File: config.mk
export PLATFORM = sky130hd
export DESIGN_NAME = frac_clk_gen
export DESIGN_NICKNAME = d
export VERILOG_FILES = /design/src/rtl/frac_clk_pkg.sv /design/src/rtl/frac_clk_cfg.sv /design/src/rtl/frac_clk_seq.sv /design/src/rtl/frac_clk_gen.sv
export SDC_FILE = /design/constraint.sdc
export NUM_CORES = 1
export LEC_CHECK = 0
export CAP_MARGIN = 20
export CORE_MARGIN = 1.5
export CORE_UTILIZATION = 30
export CTS_BUF_LIST = sky130_fd_sc_hd__clkbuf_4 sky130_fd_sc_hd__clkbuf_8
export CTS_CLUSTER_SIZE = 14
export DETAILED_ROUTE_END_ITERATION = 8
export GPL_TIMING_DRIVEN = 0
export HOLD_SLACK_MARGIN = 0.12
export PLACE_DENSITY = 0.52
export REMOVE_ABC_BUFFERS = 1
export SYNTH_ARGS = -nofsm -noshare
export SYNTH_HDL_FRONTEND = slang
export SYNTH_SLANG_ARGS = --single-unit
File: constraint.sdc
create_clock -name clk -period 3.6 [get_ports clk]
set_clock_uncertainty 0.1 [all_clocks]
set_input_delay 0.54 -clock clk [delete_from_list [all_inputs] [get_ports clk]]
set_output_delay 0.54 -clock clk [all_outputs]
set_load 0.01 [all_outputs]
File: src/rtl/frac_clk_pkg.sv
package frac_clk_pkg;
    parameter int unsigned FC_A_W = 10;
    parameter int unsigned FC_B_W = 10;
    parameter int unsigned FC_C_W = 12;
    localparam int unsigned FC_CFG_W = FC_A_W + FC_B_W + FC_C_W;
    localparam int unsigned FC_ST_W  = (FC_C_W > FC_B_W) ? FC_C_W : FC_B_W;

    // packed order puts A in the top bits and C in the bottom bits
    typedef struct packed {
        logic [FC_A_W-1:0] a;
        logic [FC_B_W-1:0] b;
        logic [FC_C_W-1:0] c;
    } fc_cfg_t;

    function automatic fc_cfg_t fc_unpack(input logic [FC_CFG_W-1:0] w);
        return fc_cfg_t'(w);
    endfunction
endpackage

File: src/rtl/frac_clk_cfg.sv
module frac_clk_cfg
    import frac_clk_pkg::*;
#(
    parameter logic [FC_CFG_W-1:0] RST_WORD = 32'h0080_2007
) (
    input  logic                clk,
    input  logic                rst,
    input  logic [FC_CFG_W-1:0] word,
    input  logic                load,
    input  logic                boundary,
    output fc_cfg_t             cfg_next,
    output fc_cfg_t             cfg_act
);
    typedef struct packed {
        fc_cfg_t act;
        fc_cfg_t pend;
        logic    pend_vld;
    } cfg_st_t;

    cfg_st_t st_d, st_q;
    fc_cfg_t word_cfg;

    always_comb begin
        word_cfg = fc_unpack(word);
        // a load on the boundary edge bypasses the pending slot
        cfg_next = load ? word_cfg : (st_q.pend_vld ? st_q.pend : st_q.act);
        st_d = st_q;
        if (boundary) begin
            st_d.act      = cfg_next;
            st_d.pend_vld = 1'b0;
        end else if (load) begin
            st_d.pend     = word_cfg;
            st_d.pend_vld = 1'b1;
        end
    end

    always_ff @(posedge clk) begin
        if (rst) begin
            st_q.act      <= fc_unpack(RST_WORD);
            st_q.pend     <= '0;
            st_q.pend_vld <= 1'b0;
        end else begin
            st_q <= st_d;
        end
    end

    assign cfg_act = st_q.act;


    act_hold_chk: assert property (@(posedge clk) disable iff (rst)
        !boundary |=> $stable(cfg_act));


    last_load_chk: assert property (@(posedge clk) disable iff (rst)
        (load && !boundary) |=> (load || cfg_next == $past(word_cfg)));
endmodule

File: src/rtl/frac_clk_seq.sv
module frac_clk_seq
    import frac_clk_pkg::*;
(
    input  logic    clk,
    input  logic    rst,
    input  fc_cfg_t cfg_next,
    input  fc_cfg_t cfg_act,
    output logic    boundary,
    output logic    level
);
    typedef struct packed {
        logic               fresh;
        logic               phase_b;
        logic [FC_A_W-1:0]  slot;
        logic [FC_ST_W-1:0] cnt;
        logic               level;
    } seq_st_t;

    seq_st_t s_d, s_q;
    logic    grp_a_nonempty;

    always_comb begin
        boundary = s_q.fresh | (s_q.phase_b && s_q.cnt == '0 && s_q.slot == '0);
        grp_a_nonempty = (cfg_next.a != '0) && (cfg_next.c > FC_C_W'(cfg_next.b));
        s_d = s_q;
        s_d.fresh = 1'b0;
        if (boundary) begin
            s_d.level = ~s_q.level;
            if (grp_a_nonempty) begin
                s_d.phase_b = 1'b0;
                s_d.cnt     = FC_ST_W'(cfg_next.c) - FC_ST_W'(cfg_next.b) - FC_ST_W'(1);
                s_d.slot    = cfg_next.a - FC_A_W'(1);
            end else begin
                s_d.phase_b = 1'b1;
                s_d.cnt     = FC_ST_W'(cfg_next.b);
                s_d.slot    = cfg_next.a;
            end
        end else if (s_q.slot == '0) begin
            s_d.level = ~s_q.level;
            if (!s_q.phase_b && s_q.cnt == '0) begin
                s_d.phase_b = 1'b1;
                s_d.cnt     = FC_ST_W'(cfg_act.b);
                s_d.slot    = cfg_act.a;
            end else begin
                s_d.cnt  = s_q.cnt - FC_ST_W'(1);
                s_d.slot = s_q.phase_b ? cfg_act.a : cfg_act.a - FC_A_W'(1);
            end
        end else begin
            s_d.slot = s_q.slot - FC_A_W'(1);
        end
    end

    always_ff @(posedge clk) begin
        if (rst) begin
            s_q.fresh   <= 1'b1;
            s_q.phase_b <= 1'b0;
            s_q.slot    <= '0;
            s_q.cnt     <= '0;
            s_q.level   <= 1'b0;
        end else begin
            s_q <= s_d;
        end
    end

    assign level = s_q.level;


    hold_lvl_chk: assert property (@(posedge clk) disable iff (rst)
        (!boundary && s_q.slot != '0) |=> $stable(level));


    toggle_lvl_chk: assert property (@(posedge clk) disable iff (rst)
        (boundary || s_q.slot == '0) |=> (level != $past(level)));


    slot_range_chk: assert property (@(posedge clk) disable iff (rst)
        !s_q.fresh |-> (s_q.slot <= cfg_act.a));


    skip_grp_chk: assert property (@(posedge clk) disable iff (rst)
        (!s_q.fresh && !s_q.phase_b) |->
            (cfg_act.a != '0 && cfg_act.c > FC_C_W'(cfg_act.b)));
endmodule

File: src/rtl/frac_clk_gen.sv
module frac_clk_gen
    import frac_clk_pkg::*;
#(
    parameter logic [FC_CFG_W-1:0] RST_WORD = 32'h0080_2007
) (
    input  logic                clk,
    input  logic                rst,
    input  logic [FC_CFG_W-1:0] cfg_word,
    input  logic                cfg_load,
    output logic                line_clk
);
    fc_cfg_t cfg_next, cfg_act;
    logic    boundary;

    frac_clk_cfg #(.RST_WORD(RST_WORD)) i_cfg (
        .clk      (clk),
        .rst      (rst),
        .word     (cfg_word),
        .load     (cfg_load),
        .boundary (boundary),
        .cfg_next (cfg_next),
        .cfg_act  (cfg_act)
    );

    frac_clk_seq i_seq (
        .clk      (clk),
        .rst      (rst),
        .cfg_next (cfg_next),
        .cfg_act  (cfg_act),
        .boundary (boundary),
        .level    (line_clk)
    );


    rst_low_chk: assert property (@(posedge clk) rst |=> !line_clk);


    first_high_chk: assert property (@(posedge clk) disable iff (rst)
        (!rst && $past(rst)) |=> line_clk);
endmodule

==> results of run 1 <==
[critical path, delay by kind of cell]
family | cells | cell delay (ps)
AOI/OAI and AO/OA | 4 | 830
buffers and inverters | 2 | 550
adders and majority gates | 1 | 440
and+or+nand+nor | 4 | 1150
[cell type report]
type / count / area, µm² / area share (%)
clock buffer: 11 / 139 / 2.14
clock inverter: 5 / 78.8 / 1.21
multi-input combinational: 544 / 3590 / 55.1
inverter: 15 / 56.3 / 0.866
tap: 229 / 287 / 4.40
sequential: 90 / 1810 / 27.8
timing repair buffer: 46 / 553 / 8.50
[power by group through the flow]
stage | combinational, µW | sequential (µW) | clock (µW)
floorplan | 689 | 1170 | 0
global placement | 926 | 1200 | 0
detailed placement | 952 | 1190 | 0
CTS | 974 | 1170 | 807
global route | 1100 | 1180 | 840
finish | 980 | 1170 | 776
[how the worst max path moves through the flow]
| stage | cells past startpoint | start | slack (ps) | endpoint |
|---|---|---|---|---|
| 5_1_grt | 13 | i_cfg.st_q[0]$_SDFFE_PP0P_ | 30 | i_seq.s_q[5]$_SDFFE_PP0P_ |
| 3_3_place_gp | 10 | cfg_load | -2710 | i_seq.s_q[16]$_SDFF_PP0_ |
| 6_report | 11 | cfg_load | 270 | i_seq.s_q[22]$_SDFF_PP0_ |
| 4_1_cts | 13 | cfg_load | 40 | i_seq.s_q[6]$_SDFFE_PP0P_ |
| 3_5_place_dp | 13 | cfg_load | -880 | i_seq.s_q[6]$_SDFFE_PP0P_ |
| 2_1_floorplan | 8 | i_seq.s_q[1]$_SDFFE_PP0P_ | -640 | i_cfg.st_q[10]$_SDFFE_PP0P_ |
[registers in the layout, summed over array words and instances (netlist names)]
register	flops
i_seq.level	1
i_cfg.st_q	33
i_seq.s_q	24
i_cfg.cfg_act	32
[stage by stage]
stage | std cells | worst slack [ps] | power (µW) | utilization [%] | hold slack, ps
global placement | 913 | -2710 | 2120 | 33.2 | 343
detailed placement | 921 | -879 | 2150 | 34.1 | 346
global route | 940 | 34.3 | 3130 | 35.8 | 382
floorplan | 649 | -639 | 1860 | - | 325
finish | 940 | 275 | 2920 | 35.8 | 356
CTS | 938 | 41.8 | 2950 | 35.6 | 360
[kinds of logic (layout without fill, tap and decap cells)]
family,after synthesis,in the layout
buffers and inverters,61,77
flip-flops,90,90
XOR/XNOR,30,30
AND/OR/NAND/NOR,264,264
multiplexers,78,78
AO/OA/AOI/OAI,156,156
adder cells (fa/ha/maj),16,16
[synth_stat cells, drive strengths merged, types with 13 or more instances]
cell	instances
xnor2	19
o21ai	31
nand3	13
a21oi	69
inv	15
buf	22
ha	15
dfxtp	90
nand2	64
mux2i	70
clkbuf	24
nor2	114
nor3	15
[layer usage]
layer  wire [µm]  up-vias
met2        6540       49
li1            -     2498
met1        7180     2212
met3         363       11
met5           0        -
met4         123        0
[what timing repair did]
item                                    in CTS  in global routing
endpoints found under the hold margin        0                  0
endpoints found under the setup margin      23                 35
resized for setup                            7                  6
pin swaps                                    0                  1
setup buffers                                1                  2
==> impl_metrics.sql, run 1 <==
INSERT INTO impl_metrics (metric_group, metric, value, unit) VALUES
('outcome', 'status', 'complete, but fails checks', ''),
('outcome', 'violated_checks', 'design-rule violations', ''),
('route', 'detailroute.via_count', '4770', ''),
('power', 'p_int', '1920', 'µW'),
('global_routing', 'busiest_layer', 'met2', ''),
('yosys', 'synth_simple_gate_area_share', '22.5', '%'),
('global_routing', 'final_global_route_overflow_total', '0', ''),
('placed_design', 'io_buffer_count', '35', ''),
('worst_setup_path', 'critical_path.slowest_cell', 'sky130_fd_sc_hd__or4_1', ''),
('power', 'p_switching', '1000', 'µW'),
('power', 'power.switching_fraction', '34.3', '%'),
('route', 'avgRoutedWirePerCell', '15.1', 'µm'),
('sta', 'final-setup-viol-count', '0', ''),
('hold_path', 'timing.hold.worst.class', 'register to register', ''),
('cts', 'postCtsHoldBufs', '0', ''),
('worst_setup_path', 'timing.setup.critical_path_class', 'primary input to register', ''),
('finish', 'most_common_cell_after_layout_fill_and_taps_aside', 'sky130_fd_sc_hd__nor2_1', ''),
('finish', 'final.fill_count', '1934', ''),
('yosys', 'cell_area_synth', '5620', 'µm²'),
('yosys', 'synth_compound_area_share', '17.5', '%'),
('floorplanning', 'rows', '49', ''),
('yosys', 'yosysWarningCount', '0', ''),
('yosys', 'synth.yosys.seq_area_share', '32.0', '%'),
('worst_setup_path', 'reg2reg_slack', '280', 'ps'),
('power', 'clockPowerShare', '26.6', '%'),
('yosys', 'netlist.area_leader.share', '32.0', '%'),
('worst_setup_path', 'critPathLaunchType', 'primary input', ''),
('sta', 'grt_setup_unrepaired', 'false', ''),
('worst_setup_path', 'worst_r2r_endpoint', 'i_seq.s_q[22]$_SDFF_PP0_', ''),
('floorplanning', 'num_io_pins', '36', ''),
('sta', 'final.period_utilization', '92.4', '%'),
('worst_setup_path', 'path_max_fanout', '38', ''),
('finish', 'design.final.nets', '757', ''),
('cts', 'cts_inserted_buffers', '9', ''),
('cts', 'clk-insertion-delay-late', '390', 'ps'),
('floorplanning', 'chipHeight', '140', 'µm'),
('sta', 'finalMaxSlewViolations', '0', ''),
('yosys', 'synth_area_leader_cell', 'sky130_fd_sc_hd__dfxtp_1', ''),
('hold_path', 'holdCritStartpoint', 'i_cfg.cfg_act[8]$_SDFFE_PP0N_', ''),
('route', 'antenna_left', '0', ''),
('route', 'dr.pass1.iters', '6', ''),
('route', 'drt_iter0_drc', '298', ''),
('finish', 'post-route-cell-area', '6500', 'µm²'),
('yosys', 'postSynthRegisterBits', '90', ''),
('finish', 'commonest_non_fill_non_tap_cells_in_the_layout', '113 x sky130_fd_sc_hd__nor2_1, 89 x sky130_fd_sc_hd__dfxtp_1, 68 x sky130_fd_sc_hd__mux2i_1', ''),
('sta', 'final.min_clock_period', '3330', 'ps'),
('power', 'seq_power_share', '39.9', '%'),
('yosys', 'synth_enable_flop_cells', '0', ''),
('hold_path', 'worstHoldEndpoint', 'i_cfg.cfg_act[8]$_SDFFE_PP0N_', ''),
('yosys', 'synthDistinctLibCells', '70', ''),
('finish', 'antennaDiodeCount', '0', ''),
('route', 'routed_wl', '14.2', 'mm'),
('yosys', 'post_synth_xor_area_fraction', '4.67', '%'),
('global_routing', 'met1_usage', '21.0', '%'),
('placed_design', 'place_area', '6190', 'µm²'),
('cts', 'clk_pin_slew_worst_paths', '90', 'ps'),
('worst_setup_path', 'cp_required', '3790', 'ps'),
('power', 'pwr_density_cell', '449', 'nW/µm²'),
('route', 'detail_route.drc_violations', '1', ''),
('floorplanning', 'floorplan.die_area', '19600', 'µm²'),
('worst_setup_path', 'max_stage_delay', '550', 'ps'),
('floorplanning', 'core', '18100', 'µm²'),
('cts', 'maximum_root_to_sink_buffer_count', '2', ''),
('sta', 'timing.slew.headroom', '50.2', '%'),
('finish', 'drive_above_1_share', '8.72', '%'),
('global_routing', 'grt.total_usage', '15.3', '%'),
('yosys', 'synth_top_cells_by_area', 'sky130_fd_sc_hd__dfxtp_1 32%, sky130_fd_sc_hd__mux2i_1 12%, sky130_fd_sc_hd__nor2_1 7.5%, sky130_fd_sc_hd__a21oi_1 6.1%, sky130_fd_sc_hd__nand2_1 4.2%', ''),
('yosys', 'yosys_most_used_dff', 'sky130_fd_sc_hd__dfxtp_1', ''),
('cts', 'cts_tree', 'built', ''),
('yosys', 'syn-instance-count', '695', ''),
('global_routing', 'grt_first_pass_wirelength', '24.2', 'mm');
Note: power is estimated with default switching activity, not from simulation.
==> run 2, diff against run 1 <==
--- a/config.mk
+++ b/config.mk
@@ -8,7 +8,6 @@
 export CAP_MARGIN = 20
 export CORE_MARGIN = 1.5
 export CORE_UTILIZATION = 30
-export CTS_BUF_LIST = sky130_fd_sc_hd__clkbuf_4 sky130_fd_sc_hd__clkbuf_8
 export CTS_CLUSTER_SIZE = 14
 export DETAILED_ROUTE_END_ITERATION = 8
 export GPL_TIMING_DRIVEN = 0
==> run 2 against run 1 <==
  * The flow still finishes with violations (design-rule violations)
  * Clock-buffer cell count unchanged
  * Global-route usage about the same
  * Sequential power about the same
  * Clock power up 30%
==> impl_metrics.sql, run 2 (synthesized netlist as in run 1, its figures left out) <==
INSERT INTO impl_metrics (metric_group, metric, value, unit) VALUES
('finish', 'design.final.nets', '757', ''),
('sta', 'fin_setup_tns', '0', 'ps'),
('sta', 'final.period_utilization', '92.3', '%'),
('placed_design', 'dp.final_hpwl', '10.3', 'mm'),
('floorplanning', 'rows', '49', ''),
('cts', 'cts_tree', 'built', ''),
('sta', 'timing.final.hold_violations', '0', ''),
('global_routing', 'grt_first_pass_wirelength', '24.2', 'mm'),
('global_routing', 'grt_max_degree', '56', ''),
('sta', 'peak_clock_frequency_supported_by_timing', '301', 'MHz'),
('route', 'routed_wl', '14.2', 'mm'),
('placed_design', 'place_inst', '921', ''),
('finish', 'commonest_non_fill_non_tap_cells_in_the_layout', '113 x sky130_fd_sc_hd__nor2_1, 89 x sky130_fd_sc_hd__dfxtp_1, 68 x sky130_fd_sc_hd__mux2i_1', ''),
('floorplanning', 'floorplan.die_area', '19600', 'µm²'),
('route', 'detail_route.drc_violations', '1', ''),
('worst_setup_path', 'crit_path_frequent_cell', 'sky130_fd_sc_hd__a21oi_1', ''),
('floorplanning', 'core', '18100', 'µm²'),
('cts', 'clk-insertion-delay-late', '360', 'ps'),
('floorplanning', 'floorplan.initialDensity', '31.0', '%'),
('finish', 'max_flop_register', 'i_cfg.st_q', ''),
('hold_path', 'worstHoldEndpoint', 'i_cfg.cfg_act[8]$_SDFFE_PP0N_', ''),
('hold_path', 'timing.hold.worst.class', 'register to register', ''),
('finish', 'layoutNonFillerInstCount', '940', ''),
('cts', 'clkSinkCount', '90', ''),
('route', 'drt_iter0_drc', '257', ''),
('hold_path', 'whs_path_depth', '2', ''),
('worst_setup_path', 'worstReg2RegStart', 'i_cfg.st_q[0]$_SDFFE_PP0P_', ''),
('power', 'power_leakage', '0.00246', 'µW'),
('route', 'avgRoutedWirePerCell', '15.1', 'µm'),
('cts', 'htree_levels', '3', ''),
('finish', 'area_growth_syn_to_layout', '17.3', '%'),
('route', 'antenna_left', '0', ''),
('sta', 'finalMaxSlewViolations', '0', ''),
('worst_setup_path', 'r2r.worst_path.cells', '13', ''),
('cts', 'clk_pin_slew_worst_paths', '60', 'ps'),
('sta', 'final.min_clock_period', '3320', 'ps'),
('floorplanning', 'num_io_pins', '36', ''),
('power', 'power.switching_fraction', '32.8', '%'),
('sta', 'timing.slew.headroom', '51.4', '%'),
('route', 'detailroute.via_count', '4765', ''),
('finish', 'drive_above_1_share', '8.30', '%'),
('placed_design', 'io_buffer_count', '35', ''),
('worst_setup_path', 'timing.setup.critical_path_class', 'register to register', ''),
('placed_design', 'finalWeightedCongestion', '0.786', ''),
('worst_setup_path', 'critical_path_arrival', '3500', 'ps'),
('sta', 'worst_hold_slack', '353', 'ps'),
('worst_setup_path', 'path_max_fanout', '16', ''),
('worst_setup_path', 'crit_cells', '13', ''),
('global_routing', 'via_count_of_the_first_global_routing_pass', '4595', ''),
('global_routing', 'grt.total_usage', '15.3', '%'),
('finish', 'most_common_cell_after_layout_fill_and_taps_aside', 'sky130_fd_sc_hd__nor2_1', ''),
('outcome', 'status', 'complete, but fails checks', ''),
('finish', 'antennaDiodeCount', '0', ''),
('worst_setup_path', 'critical_path.slowest_cell', 'sky130_fd_sc_hd__o31ai_4', ''),
('sta', 'grt_setup_unrepaired', 'false', ''),
('route', 'dr.pass1.iters', '6', ''),
('global_routing', 'final_global_route_overflow_total', '0', ''),
('power', 'p_switching', '1030', 'µW'),
('worst_setup_path', 'cp_required', '3780', 'ps'),
('finish', 'max_ffs_per_register', '33', ''),
('sta', 'final-setup-viol-count', '0', ''),
('power', 'p_int', '2120', 'µW'),
('power', 'share_comb_of_total_power', '31.0', '%'),
('floorplanning', 'chipWidth', '140', 'µm'),
('worst_setup_path', 'critical_path.n_buffers_inverters', '2', ''),
('power', 'total_power', '3160', 'µW'),
('power', 'pwr_density_cell', '479', 'nW/µm²'),
('power', 'vdd.ir_drop.worst', '0.265', 'mV'),
('sta', 'worst_slew_pin_slew', '722', 'ps'),
('worst_setup_path', 'reg2reg_slack', '280', 'ps'),
('worst_setup_path', 'worst_path_dominant_cell_family', 'compound AO/OA/AOI/OAI gates', ''),
('worst_setup_path', 'endpoint_kind', 'register', ''),
('worst_setup_path', 'critPathLaunchType', 'register', ''),
('hold_path', 'holdCritStartpoint', 'i_cfg.cfg_act[8]$_SDFFE_PP0N_', ''),
('cts', 'clk_root_buffer_cell', 'sky130_fd_sc_hd__clkbuf_16', ''),
('power', 'seq_power_share', '37.0', '%'),
('outcome', 'violated_checks', 'design-rule violations', ''),
('worst_setup_path', 'worst_r2r_endpoint', 'i_seq.s_q[6]$_SDFFE_PP0P_', ''),
('route', 'vias_per_cell', '5.07', ''),
('global_routing', 'antenna_found_initial', '0', ''),
('job', 'max-cap-violations', '0', ''),
('power', 'clockPowerShare', '32.0', '%'),
('cts', 'maximum_root_to_sink_buffer_count', '2', ''),
('cts', 'cts_inserted_buffers', '9', ''),
('worst_setup_path', 'critical_path_cell_list', 'buf_12 > mux2i_1 > nor2_1 > a21oi_1 > ha_1 > nor2b_1 > o211ai_1 > a21oi_1 > o31ai_4 > a21oi_4 > buf_6 > mux2_2 > o221ai_1', ''),
('worst_setup_path', 'max_stage_delay', '410', 'ps'),
('floorplanning', 'chipHeight', '140', 'µm');
[run 2: timing repair]
action | in CTS | in global routing
resized for setup | 8 | 3
endpoints found under the setup margin | 23 | 22
pin swaps | 0 | 1
setup buffers | 1 | 2
hold buffers | 0 | 0
[run 2: power groups by stage]
stage | Combinational [µW] | Sequential [µW] | Clock, µW
after floorplan | 689 | 1170 | 0
after global placement | 926 | 1200 | 0
after detailed placement | 952 | 1190 | 0
after CTS | 973 | 1170 | 1030
after global routing | 1100 | 1180 | 1070
final | 978 | 1170 | 1010
[run 2: worst reg2reg max path, delay by kind of cell, from the launching register on]
| kind | cells | cell delay, ps |
|---|---|---|
| AO/OA/AOI/OAI | 6 | 1390 |
| buffers and inverters | 2 | 350 |
| multiplexers | 2 | 490 |
| flip-flops | 1 | 380 |
| AND/OR/NAND/NOR | 2 | 190 |
| adder cells (fa/ha/maj) | 1 | 330 |
[run 2: how the worst max path moves through the flow]
stage,from,to,slack (ps)
global route,i_cfg.st_q[0]$_SDFFE_PP0P_,i_seq.s_q[5]$_SDFFE_PP0P_,8
global placement,cfg_load,i_seq.s_q[16]$_SDFF_PP0_,-2710
detailed placement,cfg_load,i_seq.s_q[6]$_SDFFE_PP0P_,-880
finish,i_cfg.st_q[0]$_SDFFE_PP0P_,i_seq.s_q[6]$_SDFFE_PP0P_,280
floorplan,i_seq.s_q[1]$_SDFFE_PP0P_,i_cfg.st_q[10]$_SDFFE_PP0P_,-640
CTS,i_cfg.st_q[0]$_SDFFE_PP0P_,i_seq.s_q[6]$_SDFFE_PP0P_,130
[run 2: through the flow]
stage,util (%),setup WS [ps],area [µm²]
after global placement,33.2,-2710,6020
final,36.3,278,6600
after floorplan,-,-639,5380
after detailed placement,34.1,-879,6190
after CTS,36.2,126,6560
after global routing,36.3,7.55,6600
[run 2: routing by layer]
metal | routed length, µm | track usage (%) | up-vias
li1 | - | - | 2497
met3 | 431 | 3.21 | 15
met5 | 0 | 0 | -
met1 | 7160 | 21.0 | 2193
met2 | 6430 | 24.4 | 60
met4 | 172 | 3.88 | 0
[run 2: layout make-up]
type                    count  area [µm²]
well taps                 229         287
repair buffers             46         553
multi-input cells         544        3580
inverters                  15        56.3
fillers                  1922       11600
clock inverters             5        78.8
flip-flops and latches     90        1810
clock buffers              11         233
==> run 3, diff against run 2 <==
==> constraint.sdc (replaced) <==
create_clock -name clk -period 3.6 [get_ports clk]
set_clock_uncertainty 0.1 [all_clocks]
set_input_delay 0.72 -clock clk [delete_from_list [all_inputs] [get_ports clk]]
set_output_delay 0.72 -clock clk [all_outputs]
set_load 0.01 [all_outputs]
==> run 3 against run 2 <==
  * The run still ends with design-rule violations left
  * Total power barely moved
  * Clock-buffer cell count did not move
  * Fmax fell by 2.2%
  * Combinational power increased by 0.4%
  * Critical path type is now primary input to register
==> impl_metrics.sql, run 3 (synthesized netlist as in run 1, its figures left out) <==
INSERT INTO impl_metrics (metric_group, metric, value, unit) VALUES
('route', 'detailroute.via_count', '4819', ''),
('global_routing', 'grt_max_degree', '56', ''),
('global_routing', 'final_global_route_overflow_total', '0', ''),
('placed_design', 'finalWeightedCongestion', '0.786', ''),
('job', 'max-cap-violations', '0', ''),
('worst_setup_path', 'timing.setup.critical_path_class', 'primary input to register', ''),
('route', 'antenna_left', '0', ''),
('placed_design', 'io_buffer_count', '35', ''),
('worst_setup_path', 'path_max_fanout', '38', ''),
('finish', 'design.final.nets', '757', ''),
('floorplanning', 'num_io_pins', '36', ''),
('cts', 'clkSinkCount', '90', ''),
('worst_setup_path', 'worst_path_dominant_cell_family', 'simple AND/OR/NAND/NOR gates', ''),
('finish', 'max_flop_register', 'i_cfg.st_q', ''),
('power', 'pwr_density_cell', '477', 'nW/µm²'),
('route', 'vias_per_cell', '5.13', ''),
('power', 'power_leakage', '0.00246', 'µW'),
('hold_path', 'timing.hold.worst.class', 'register to register', ''),
('sta', 'finalMaxSlewViolations', '0', ''),
('finish', 'drive_above_1_share', '8.86', '%'),
('worst_setup_path', 'critPathLaunchType', 'primary input', ''),
('sta', 'final.period_utilization', '94.3', '%'),
('outcome', 'status', 'complete, but fails checks', ''),
('finish', 'most_common_cell_after_layout_fill_and_taps_aside', 'sky130_fd_sc_hd__nor2_1', ''),
('cts', 'clk_pin_slew_worst_paths', '60', 'ps'),
('global_routing', 'grt.total_usage', '15.3', '%'),
('placed_design', 'dp.final_hpwl', '10.3', 'mm'),
('finish', 'commonest_non_fill_non_tap_cells_in_the_layout', '113 x sky130_fd_sc_hd__nor2_1, 89 x sky130_fd_sc_hd__dfxtp_1, 68 x sky130_fd_sc_hd__mux2i_1', ''),
('worst_setup_path', 'max_stage_delay', '550', 'ps'),
('power', 'vdd.ir_drop.worst', '0.265', 'mV'),
('power', 'total_power', '3160', 'µW'),
('cts', 'htree_levels', '3', ''),
('worst_setup_path', 'critical_path_arrival', '3560', 'ps'),
('cts', 'clk_root_buffer_cell', 'sky130_fd_sc_hd__clkbuf_16', ''),
('cts', 'cts_tree', 'built', ''),
('placed_design', 'place_inst', '921', ''),
('cts', 'cts_inserted_buffers', '9', ''),
('global_routing', 'via_count_of_the_first_global_routing_pass', '4595', ''),
('floorplanning', 'core', '18100', 'µm²'),
('sta', 'worst_slew_pin_slew', '758', 'ps'),
('finish', 'layoutNonFillerInstCount', '940', ''),
('sta', 'timing.slew.headroom', '49.0', '%'),
('floorplanning', 'rows', '49', ''),
('finish', 'final.fill_count', '1924', ''),
('sta', 'final-setup-viol-count', '0', ''),
('route', 'dr.pass1.iters', '6', ''),
('finish', 'max_ffs_per_register', '33', ''),
('worst_setup_path', 'critical_path_cell_list', 'buf_6 > buf_12 > o21ai_0 > ha_2 > and4_1 > nand3_1 > a21oi_1 > o31ai_4 > and2_1 > or4_1 > a311oi_2', ''),
('route', 'detail_route.drc_violations', '1', ''),
('sta', 'fin_setup_tns', '0', 'ps'),
('cts', 'clk-insertion-delay-late', '360', 'ps'),
('route', 'avgRoutedWirePerCell', '15.0', 'µm'),
('floorplanning', 'floorplan.die_area', '19600', 'µm²'),
('floorplanning', 'chipHeight', '140', 'µm'),
('sta', 'timing.final.hold_violations', '0', ''),
('sta', 'worst_hold_slack', '353', 'ps'),
('finish', 'post-route-util', '36.4', '%'),
('finish', 'antennaDiodeCount', '0', ''),
('worst_setup_path', 'endpoint_kind', 'register', ''),
('global_routing', 'grt_first_pass_wirelength', '24.2', 'mm'),
('floorplanning', 'floorplan.initialDensity', '31.0', '%'),
('floorplanning', 'chipWidth', '140', 'µm'),
('sta', 'final.min_clock_period', '3400', 'ps'),
('route', 'drt_iter0_drc', '246', ''),
('global_routing', 'antenna_found_initial', '0', ''),
('worst_setup_path', 'critical_path.n_buffers_inverters', '2', ''),
('cts', 'postCtsHoldBufs', '0', ''),
('worst_setup_path', 'critical_path.slowest_cell', 'sky130_fd_sc_hd__or4_1', ''),
('finish', 'area_growth_syn_to_layout', '17.6', '%'),
('cts', 'maximum_root_to_sink_buffer_count', '2', ''),
('outcome', 'violated_checks', 'design-rule violations', ''),
('route', 'routed_wl', '14.1', 'mm'),
('worst_setup_path', 'cp_required', '3760', 'ps'),
('sta', 'peak_clock_frequency_supported_by_timing', '294', 'MHz');
## run 3: cell counts in the layout (fill, tap and decap cells not counted)
Identical to the previous run, type by type.
## run 3: stage by stage
step / area, µm² / setup WS, ps
final: 6610 / 204
after global routing: 6610 / -0.519
after global placement: 6020 / -2890
after CTS: 6570 / 47.1
after floorplan: 5380 / -639
after detailed placement: 6190 / -1060
## run 3: per-layer routing
metal  GRT usage [%]  vias up  share of wire [%]
met1            21.0     2236                 51
met3            3.21       14                2.8
met5               0        -                  0
met4            3.88        0                1.1
met2            24.4       66                 45
li1                -     2503                  -
## run 3: worst min-delay path, cell delays in order, from the launching register on
cell	delay (ps)
sky130_fd_sc_hd__dfxtp_1	310
sky130_fd_sc_hd__nand2_1	50
sky130_fd_sc_hd__a21oi_1	50
## run 3: cell type report
| cell class | instances | area [µm²] | area share (%) |
|---|---|---|---|
| timing repair buffer | 46 | 557 | 8.42 |
| clock inverter | 5 | 78.8 | 1.19 |
| clock buffer | 11 | 233 | 3.52 |
| sequential | 90 | 1810 | 27.3 |
| inverter | 15 | 56.3 | 0.851 |
| tap | 229 | 287 | 4.33 |
| multi-input combinational | 544 | 3600 | 54.4 |
## run 3: final timing paths
path / startpoint / endpoint / slack, ps / depth (start not counted)
setup / recovery: cfg_load / i_seq.s_q[22]$_SDFF_PP0_ / 200 / 11
hold / removal: i_cfg.cfg_act[8]$_SDFFE_PP0N_ / i_cfg.cfg_act[8]$_SDFFE_PP0N_ / 350 / 2
setup reg to reg: i_cfg.st_q[0]$_SDFFE_PP0P_ / i_seq.s_q[6]$_SDFFE_PP0P_ / 250 / 13
hold reg to reg: i_cfg.cfg_act[8]$_SDFFE_PP0N_ / i_cfg.cfg_act[8]$_SDFFE_PP0N_ / 350 / 2
## run 3: power breakdown
group,internal (µW),switching (µW)
clock network,607,398
logic,436,547
registers,1080,85.9
## run 3: what timing repair did
action                                  4_1_cts  5_1_grt
resized for setup                             9        8
pin swaps                                     0        2
endpoints found under the setup margin       23       26
setup buffers                                 1        2
